===== src/rtl/cart_bank_pkg.sv =====
package cart_bank_pkg;
  localparam int PRG_WR_SLOTS = 3;
  localparam int CHR_SLOTS    = 8;
  localparam int BANK_W       = 8;

  typedef enum logic [1:0] {
    MIR_VERT  = 2'd0,
    MIR_HORZ  = 2'd1,
    MIR_ONE_L = 2'd2,
    MIR_ONE_H = 2'd3
  } mirror_e;

  typedef struct packed {
    logic [PRG_WR_SLOTS-1:0] prg_we;
    logic [CHR_SLOTS-1:0]    chr_we;
    logic                    chr_hi;
    logic                    soft_rst;
    logic                    mir_we;
  } cart_wr_t;
endpackage


===== src/rtl/cart_wr_decode.sv =====
module cart_wr_decode
  import cart_bank_pkg::*;
(
  input  logic        wr_en,
  input  logic [15:0] wr_addr,
  input  logic [7:0]  wr_data,
  output cart_wr_t    strb
);
  logic [3:0] pair;
  logic       chr_hit;

  always_comb begin
    pair    = wr_addr[15:12] - 4'hB;
    chr_hit = (wr_addr[15:12] >= 4'hB) && (wr_addr[15:12] <= 4'hE) &&
              (wr_addr[11:4] == 8'h00) && (wr_addr[1:0] == 2'b00);
  end

  always_comb begin
    strb = '0;
    if (wr_en) begin
      unique case (wr_addr)
        16'h8800: strb.prg_we[0] = 1'b1;
        16'hA800: strb.prg_we[1] = 1'b1;
        16'hA000: strb.prg_we[2] = 1'b1;
        16'h9008: strb.soft_rst  = (wr_data == 8'h01);
        16'h9800: strb.mir_we    = (wr_data < 8'd4);
        default: begin
          if (chr_hit) begin
            strb.chr_we[{pair[1:0], wr_addr[3]}] = 1'b1;
            strb.chr_hi = wr_addr[2];
          end
        end
      endcase
    end
  end
endmodule


===== src/rtl/cart_prg_map.sv =====
module cart_prg_map
  import cart_bank_pkg::*;
#(
  parameter int PRG_BANKS = 12,
  localparam int PRG_AW = (PRG_BANKS > 1) ? $clog2(PRG_BANKS) : 1
) (
  input  logic                    clk,
  input  logic                    rst_n,
  input  logic [PRG_WR_SLOTS-1:0] prg_we,
  input  logic                    soft_rst,
  input  logic [BANK_W-1:0]       wr_data,
  input  logic [1:0]              slot_sel,
  output logic [PRG_AW-1:0]       prg_bank
);
  localparam logic [BANK_W:0]   NB     = (BANK_W+1)'(PRG_BANKS);
  localparam logic [BANK_W-1:0] LAST   = BANK_W'(PRG_BANKS - 1);
  localparam logic [BANK_W-1:0] LAST_M = BANK_W'(PRG_BANKS - 2);

  logic [BANK_W-1:0] slot_q [PRG_WR_SLOTS];
  logic [BANK_W-1:0] slot_d [PRG_WR_SLOTS];
  logic [BANK_W-1:0] rst_val [PRG_WR_SLOTS];
  logic [BANK_W-1:0] sel;
  logic [BANK_W:0]   reduced;

  always_comb begin
    rst_val[0] = 8'd0;
    rst_val[1] = 8'd1;
    rst_val[2] = LAST_M;
  end

  generate
    for (genvar i = 0; i < PRG_WR_SLOTS; i++) begin : g_slot
      always_comb begin
        slot_d[i] = slot_q[i];
        if (soft_rst)       slot_d[i] = rst_val[i];
        else if (prg_we[i]) slot_d[i] = wr_data;
      end

      always_ff @(posedge clk or negedge rst_n) begin
        if (!rst_n)                       slot_q[i] <= rst_val[i];
        else if (soft_rst || prg_we[i])   slot_q[i] <= slot_d[i];
      end

      p_prg_load_r4: assert property (@(posedge clk) disable iff (!rst_n)
        (prg_we[i] && !soft_rst) |=> (slot_q[i] == $past(wr_data)));
    end
  endgenerate

  always_comb begin
    sel      = (slot_sel == 2'd3) ? LAST : slot_q[slot_sel];
    reduced  = {1'b0, sel} % NB;
    prg_bank = reduced[PRG_AW-1:0];
  end

  p_prg_softrst_r6: assert property (@(posedge clk) disable iff (!rst_n)
    soft_rst |=> (slot_q[0] == 8'd0 && slot_q[1] == 8'd1 && slot_q[2] == LAST_M));
endmodule


===== src/rtl/cart_chr_map.sv =====
module cart_chr_map
  import cart_bank_pkg::*;
(
  input  logic                 clk,
  input  logic                 rst_n,
  input  logic [CHR_SLOTS-1:0] chr_we,
  input  logic                 chr_hi,
  input  logic                 soft_rst,
  input  logic [3:0]           nib,
  input  logic [2:0]           slot_sel,
  output logic [BANK_W-1:0]    chr_bank
);
  logic [BANK_W-1:0] bank_q [CHR_SLOTS];
  logic [BANK_W-1:0] bank_d [CHR_SLOTS];

  generate
    for (genvar i = 0; i < CHR_SLOTS; i++) begin : g_bank
      always_comb begin
        bank_d[i] = bank_q[i];
        if (soft_rst)           bank_d[i] = BANK_W'(i);
        else if (chr_we[i]) begin
          if (chr_hi)           bank_d[i][7:4] = nib;
          else                  bank_d[i][3:0] = nib;
        end
      end

      always_ff @(posedge clk or negedge rst_n) begin
        if (!rst_n)                      bank_q[i] <= BANK_W'(i);
        else if (soft_rst || chr_we[i])  bank_q[i] <= bank_d[i];
      end

      p_chr_lo_r5: assert property (@(posedge clk) disable iff (!rst_n)
        (chr_we[i] && !chr_hi && !soft_rst) |=>
          (bank_q[i][3:0] == $past(nib)) && $stable(bank_q[i][7:4]));
      p_chr_hi_r5: assert property (@(posedge clk) disable iff (!rst_n)
        (chr_we[i] && chr_hi && !soft_rst) |=>
          (bank_q[i][7:4] == $past(nib)) && $stable(bank_q[i][3:0]));
      p_chr_restore_r6: assert property (@(posedge clk) disable iff (!rst_n)
        soft_rst |=> (bank_q[i] == BANK_W'(i)));
    end
  endgenerate

  assign chr_bank = bank_q[slot_sel];
endmodule


===== src/rtl/cart_bank_regs.sv =====
module cart_bank_regs
  import cart_bank_pkg::*;
#(
  parameter int PRG_BANKS = 12,
  localparam int PRG_AW = (PRG_BANKS > 1) ? $clog2(PRG_BANKS) : 1
) (
  input  logic              clk,
  input  logic              rst_n,
  input  logic              wr_en,
  input  logic [15:0]       wr_addr,
  input  logic [7:0]        wr_data,
  input  logic [15:0]       cpu_addr,
  input  logic [12:0]       ppu_addr,
  output logic [PRG_AW-1:0] prg_bank,
  output logic [7:0]        chr_bank,
  output logic [1:0]        mirror_mode
);
  logic [1:0] rst_pipe;
  logic       rst_sync_n;
  cart_wr_t   strb;
  mirror_e    mir_q, mir_d;

  always_ff @(posedge clk or negedge rst_n) begin
    if (!rst_n) rst_pipe <= 2'b00;
    else        rst_pipe <= {rst_pipe[0], 1'b1};
  end
  assign rst_sync_n = rst_pipe[1];

  cart_wr_decode u_dec (
    .wr_en   (wr_en),
    .wr_addr (wr_addr),
    .wr_data (wr_data),
    .strb    (strb)
  );

  cart_prg_map #(.PRG_BANKS(PRG_BANKS)) u_prg (
    .clk      (clk),
    .rst_n    (rst_sync_n),
    .prg_we   (strb.prg_we),
    .soft_rst (strb.soft_rst),
    .wr_data  (wr_data),
    .slot_sel (cpu_addr[14:13]),
    .prg_bank (prg_bank)
  );

  cart_chr_map u_chr (
    .clk      (clk),
    .rst_n    (rst_sync_n),
    .chr_we   (strb.chr_we),
    .chr_hi   (strb.chr_hi),
    .soft_rst (strb.soft_rst),
    .nib      (wr_data[3:0]),
    .slot_sel (ppu_addr[12:10]),
    .chr_bank (chr_bank)
  );

  always_comb mir_d = strb.mir_we ? mirror_e'(wr_data[1:0]) : mir_q;

  always_ff @(posedge clk or negedge rst_sync_n) begin
    if (!rst_sync_n)      mir_q <= MIR_VERT;
    else if (strb.mir_we) mir_q <= mir_d;
  end
  assign mirror_mode = mir_q;

  p_mirror_hold_r7: assert property (@(posedge clk) disable iff (!rst_sync_n)
    !(wr_en && wr_addr == 16'h9800 && wr_data < 8'd4) |=> $stable(mirror_mode));
  p_mirror_keep_r10: assert property (@(posedge clk) disable iff (!rst_sync_n)
    (wr_en && wr_addr == 16'h9008) |=> $stable(mirror_mode));
  p_strobe_onehot_r8: assert property (@(posedge clk) disable iff (!rst_sync_n)
    $onehot0({strb.prg_we, strb.chr_we, strb.soft_rst, strb.mir_we}));
  p_idle_quiet_r8: assert property (@(posedge clk) disable iff (!rst_sync_n)
    !wr_en |-> (strb == '0));
  p_last_slot_r2: assert property (@(posedge clk) disable iff (!rst_sync_n)
    (cpu_addr[14:13] == 2'd3) |-> (prg_bank == PRG_AW'(PRG_BANKS - 1)));
  p_prg_range_r9: assert property (@(posedge clk) disable iff (!rst_sync_n)
    (32'(prg_bank) < PRG_BANKS));
endmodule


===== config.mk =====
export PLATFORM = sky130hd
export DESIGN_NAME = cart_bank_regs
export DESIGN_NICKNAME = d
export VERILOG_FILES = /design/src/rtl/cart_bank_pkg.sv /design/src/rtl/cart_wr_decode.sv /design/src/rtl/cart_prg_map.sv /design/src/rtl/cart_chr_map.sv /design/src/rtl/cart_bank_regs.sv
export SDC_FILE = /design/constraint.sdc
export NUM_CORES = 1
export LEC_CHECK = 0
export ABC_CLOCK_PERIOD_IN_PS = 3400
export BUFFER_PORTS_ARGS = -buffer_cell sky130_fd_sc_hd__buf_4
export CORE_MARGIN = 1
export CORE_UTILIZATION = 45
export DETAILED_ROUTE_END_ITERATION = 8
export HOLD_SLACK_MARGIN = 0.1
export PLACE_DENSITY = 0.65
export SLEW_MARGIN = 10
export SYNTH_ARGS = -nofsm -noshare
export SYNTH_HDL_FRONTEND = slang
export SYNTH_SLANG_ARGS = --single-unit

===== constraint.sdc =====
create_clock -name clk -period 3.4 [get_ports clk]
set_clock_uncertainty 0.1 [all_clocks]
set_input_delay 0 -clock clk [delete_from_list [all_inputs] [get_ports clk]]
set_output_delay 0 -clock clk [all_outputs]
set_load 0.05 [all_outputs]

## Word-level counts from Yosys, hierarchy flattened

Cells that the tools add are included.

| cells by class | value |
|---|---|
| equal/unequal tests | 8 |
| bitwise gates (word level) | 2 |
| add/sub/neg operators | 1 |
| multipliers | 0 |
| div/mod/pow operators | 1 |
| reduce and logical (&&, ||, !) cells | 49 |
| shift-type cells | 0 |
| order comparisons | 7 |
| mux-type cells | 41 |

Operator list:

| cell | number |
|---|---|
| 8-bit 2-to-1 mux | 27 |
| 16-bit equality test (second input constant) | 5 |
| 3-bit AND reduction | 16 |
| 8-bit binary-select mux with 3-bit select | 1 |
| 2-bit nonzero test | 12 |
| 9-bit 2-to-1 mux | 2 |
| 8-bit binary-select mux with 2-bit select | 1 |
| 14-bit 2-to-1 mux | 1 |
| 1-bit logical OR | 11 |
| 8-bit by 4-bit remainder unit with 9-bit output (second input constant) | 1 |
| 8-bit by 1-bit equality test with 1-bit output (second input constant) | 1 |
| 4-bit greater-or-equal comparator (second input constant) | 2 |
| 8-bit zero test | 1 |
| 8-bit by 3-bit < comparator with 1-bit output (second input constant) | 1 |
| 4-bit 2-to-1 mux | 2 |
| 1-bit 2-to-1 mux | 6 |
| 2-bit AND reduction | 3 |
| 5-bit OR reduction | 1 |
| 4-bit less-or-equal comparator (second input constant) | 1 |
| 1-bit logical AND | 4 |
| 3-bit by 4-bit < comparator with 1-bit output (second input constant) | 1 |
| 3-bit NOT with 4-bit output | 1 |
| 1-bit demux with 3-bit select | 1 |
| 3-bit by 1-bit greater-or-equal comparator with 1-bit output (second input constant) | 1 |
| other kinds (6) | 6 |

| storage, ports and cells | value |
|---|---|
| flip-flop bits (word level) | 92 |
| output and inout bits | 14 |
| bits in latches | 0 |
| RAM bits | 0 |
| word-level logic and storage cells | 130 |
| memories kept | 0 |
| ROM bits | 0 |
| input port bits | 56 |

## Depth between registers and ports, before layout

| depth | value |
|---|---|
| depth in word-level cells | 11 |
| mapped depth | 12 |

## Modules after synthesis

From an unflattened synthesis, not the netlist that was laid out.

| unflattened totals | value |
|---|---|
| cells, all modules | 476 |
| area total of the unflattened synthesis | 5048.6 um^2 |

Modules (own cells, without submodules):

| module | instances | area an instance (um^2) | seq. area each (um^2) | cells each |
|---|---|---|---|---|
| cart_chr_map | 1 | 3248.1 | 1616.6 | 293 |
| cart_prg_map | 1 | 1440.1 | 604.3 | 139 |
| cart_wr_decode | 1 | 234.0 | 0.0 | 37 |
| cart_bank_regs | 1 | 126.4 | 100.1 | 7 |

## Worst setup path before layout

Ideal clock, no wire load.

| timing path | value |
|---|---|
| path kind | register -> output |
| start | register u_prg.slot_q[12] (netlist bit) |
| end | output prg_bank[2] |
| stages on the path, launching flop included | 11 |
| slack | 493 ps |
| arrival | 2807 ps |
| cell sequence | dfrtp_1 mux2i_1 o2bb2ai_1 xnor2_1 a221oi_1 a211oi_1 ha_1 a32oi_1 and4_1 nand2b_1 mux2i_1 |

| between the ends | value |
|---|---|
| cells in the longest elaborated chain, start to end | 5 |

RTL lines:

| item | line | text |
|---|---|---|
| from (decl) | cart_prg_map.sv:19 | `logic [BANK_W-1:0] slot_q [PRG_WR_SLOTS];` |
| from (signal, indexed assignment) | cart_prg_map.sv:40 | `if (!rst_n) slot_q[i] <= rst_val[i];` |
| from (signal, indexed assignment) | cart_prg_map.sv:41 | `else if (soft_rst \|\| prg_we[i]) slot_q[i] <= slot_d[i];` |
| 8-bit binary-select mux with 2-bit select | cart_prg_map.sv:50 | `sel = (slot_sel == 2'd3) ? LAST : slot_q[slot_sel];` |
| 8-bit 2-to-1 mux (implied by the code) (2 in a row) | cart_prg_map.sv:50 |  |
| 8-bit 2-to-1 mux | cart_prg_map.sv:50 |  |
| 8-bit by 4-bit remainder unit with 9-bit output | cart_prg_map.sv:51 | `reduced = {1'b0, sel} % NB;` |
| to (decl) | cart_bank_regs.sv:14 | `output logic [PRG_AW-1:0] prg_bank,` |

No other way between the ends. The select of a mux whose other input is x is not followed.

## Worst setup path after layout

| timing path | value |
|---|---|
| start | register u_prg.slot_q[19] (netlist bit) |
| end | output prg_bank[3] |

Same word-level chain as after synthesis.

==> impl_results.md <==
- Status: finished, final reports clean
- Die area: 10700 um^2
- Area Overhead vs Synth: 19.2%
- RSZ-0062 raised after global routing: no
- CTS Root Cell: clkbuf_8
- Final setup TNS: 0 ns
- Synth async-reset ratio: 100%
- Met3 wire len: between 500 and 600 um
- Synthesis warning total: 0
- Clock latency on the worst-skew pair: 0.35 ns
- Fin crit period: 3.11 ns
- Worst-path clk slew: 0.09 ns
- Max Slew Vio Count: 0
- Internal Power: 1.53 mW
- CTS H-Tree Depth: 3
- Min-Delay Path Class: input pin to register
- Tcrit/Tclk final: 91.4%
- DR vias/cell: between 5 and 6
- Max Cap Viol: 0
- Setup Fix Bufs, Post-CTS: 0
- Startpoint types: register
- Net Sw Frac: 23.6%
- ANT cells: 0
- First-pass GRT wire length: around 18000 um
- DRC Markers: 0
- Pre-Repair DR Iteration Count: 4
- Final setup vio count: 0
- Gpl congestion: roughly 0.83
- Routed WL: 10800 um
- Post-Route M1 WL: ~4600 um
- Crit Path Category: register to primary output
- Antenna violations before repair: 0
- Setup slack after layout: 0.292 ns
- Dpl ws: slightly below 0.5 ns
- Sequential-to-total area share from yosys stat: 49.9%
- Vias: 3405
- Mapped Cells: 399
- Crit path arrival time: 3.01 ns
- Count of final hold-check violations: 0
- Grt total ovfl: 0
- Inserted Clock Buffers: 9
- Starting density of the core: 46.9%
- TritonCTS clock tree: yes
- Clock power frac: 36.6%
- Power Density: 360 nW/um^2
- # rows: 36
- Critical Path RT: approximately 3.3 ns
- Largest net degree at the start of global routing: 52
- Initial DRC Count: 171
- GRT Util Overall: 21.4%
- Yosys cell types: 49
- Wire per inst: 18.0 um
- DRT antenna net count: 0
- Crit end category: primary output
- I/O Buffers: 45
- Ys flop type: dfrtp_1
- Leakage power: about 2.6 nW
- Die Wd: around 100 um
- Sequential power share: a little under three fifths
- Post-synth EDFFs: 0
- Clock sinks: approximately 90
- Seq cells post-synth: just over 90
- Worst rel slew slack: 54.6%
- IR drop worst, VDD: 0.209 mV
- Nets in the synthesized netlist: 456
- Peak Freq: 322 MHz
- Chip Height: 104 um
- Core ar.: between 9000 and 10000 um^2
- Max Buffers Root-to-Sink: 2
- Layout cell share with drive strength beyond 1: approximately 32%
- Net Sw Power: 470 uW
- Vias in the first global route: 3445
- Top Metal Used: met4
- Ports: 70
- Detail Route met2 WL: 5550 um
- Worst slew pin tran: 0.680 ns
- Critical path peak fanout: 5
- DP HPWL: 7450 um
- # nets final: 520
- Logic gate share of total power: 7.9%
- Post-Syn Area: 4650 um^2
- Mean Syn Cell Area: approximately 12 um^2
-- routing by layer --
layer,track usage [%],up-vias
met1,29.2,1714
met5,0,-
li1,-,1587
met2,35.7,94
met4,7.76,0
met3,1.95,10
-- placed cells by master (no fill, tap or decap), types with 7 or more instances in the layout --
master and n:
dfrtp_1 76, buf_4 55, nand2_1 42, mux2_2 40, nor2_1 34, dlygate4sd3_1 19, mux2_1 18, mux4_2 16
dfstp_2 15, o21ai_0 14, mux2i_1 12, a22o_1 11, clkbuf_8 10, a21oi_1 9, nand3_1 9, nor3_1 8
o22a_1 7
-- power groups by stage --
stage | registers (mW) | clock network [mW] | logic (mW)
floorplan | 1.13 | 0 | 0.0755
global placement | 1.13 | 0 | 0.141
detailed placement | 1.13 | 0 | 0.143
CTS | 1.11 | 0.739 | 0.158
global route | 1.11 | 0.781 | 0.170
finish | 1.11 | 0.730 | 0.158
-- worst paths after layout --
path	slack, ns	startpoint	to	depth (start not counted)
max reg2reg	2.12	rst_pipe[1]	u_chr.bank_q[33]	1
min reg2reg	0.26	rst_pipe[0]	rst_pipe[1]	0
max in group asynchronous	2.12	rst_pipe[1]	u_chr.bank_q[33]	1
min	0.12	wr_addr[11]	u_prg.slot_q[15]	5
max	0.29	u_prg.slot_q[19]	prg_bank[3]	11
min in group asynchronous	0.27	rst_pipe[1]	u_chr.bank_q[27]	0
-- cell usage after synthesis, drive strengths merged, types with 4 or more instances --
cell type   n  area [um^2]
nor3        9         50.1
o22a        7         61.3
nand3       9         45.0
buf         7         30.0
nand2b      5         31.3
nor2       34          128
inv         5         18.8
o21ai      20          100
a22o       11         96.3
mux2       58          653
nand2      44          170
clkbuf     14         52.6
dfrtp      77         1930
mux2i      12          120
o2bb2ai     4         35.0
dfstp      15          394
mux4       16          360
a21oi      12         71.3
-- per-stage QoR --
stage / hold WS, ns / power [mW] / util (%) / instances / cell area, um^2
2_1_floorplan: -0.396 / 1.21 / - / 399 / 4650
3_3_place_gp: -0.318 / 1.27 / 52.0 / 566 / 5150
3_5_place_dp: -0.317 / 1.27 / 52.0 / 566 / 5150
4_1_cts: 0.110 / 2.01 / 55.8 / 601 / 5530
5_1_grt: 0.164 / 2.06 / 55.9 / 601 / 5540
6_report: 0.125 / 2.00 / 55.9 / 601 / 5540
-- critical path, cell delays in order, from the launching register on --
cell and delay, ns:
dfrtp_1 0.39, mux2_2 0.27, o22ai_1 0.31, and3_1 0.28, a221oi_1 0.12, a211oi_2 0.29, ha_1 0.19, a32oi_1 0.06
and4_1 0.24, nor2b_1 0.13, o21a_1 0.18, buf_4 0.18
-- kinds of logic after synthesis --
group                      after synthesis  share of synthesized area [%]
adders and majority gates                1                          0.269
muxes                                   86                           24.4
buffers and inverters                   26                           2.18
and+or+nand+nor                        126                           13.1
AOI/OAI and AO/OA                       63                           9.31
DFF                                     92                           49.9
other                                    1                         0.0806
xor gates and xnor gates                 4                          0.753
-- what timing repair did --
| action | 4_1_cts | 5_1_grt |
|---|---|---|
| setup endpoints to repair | 0 | 2 |
| gates resized for setup | 0 | 3 |
| hold buffers | 19 | 0 |
| endpoints found under the hold margin | 91 | 0 |
-- sequential cells by signal, indices dropped and copies added (netlist names) --
register      count
mirror_mode       2
rst_pipe          2
u_chr.bank_q     64
u_prg.slot_q     24
-- cell type report --
cell class                      instances  area [um^2]
Clock buffer                           14          153
Inverter                                5         18.8
Fill cell                             855         4370
Multi-Input combinational cell        281         2240
Sequential cell                        92         2320
Clock inverter                          2         37.5
Timing Repair Buffer                   74          603
Tap cell                              133          166
Power figures use the tool's default switching activity.
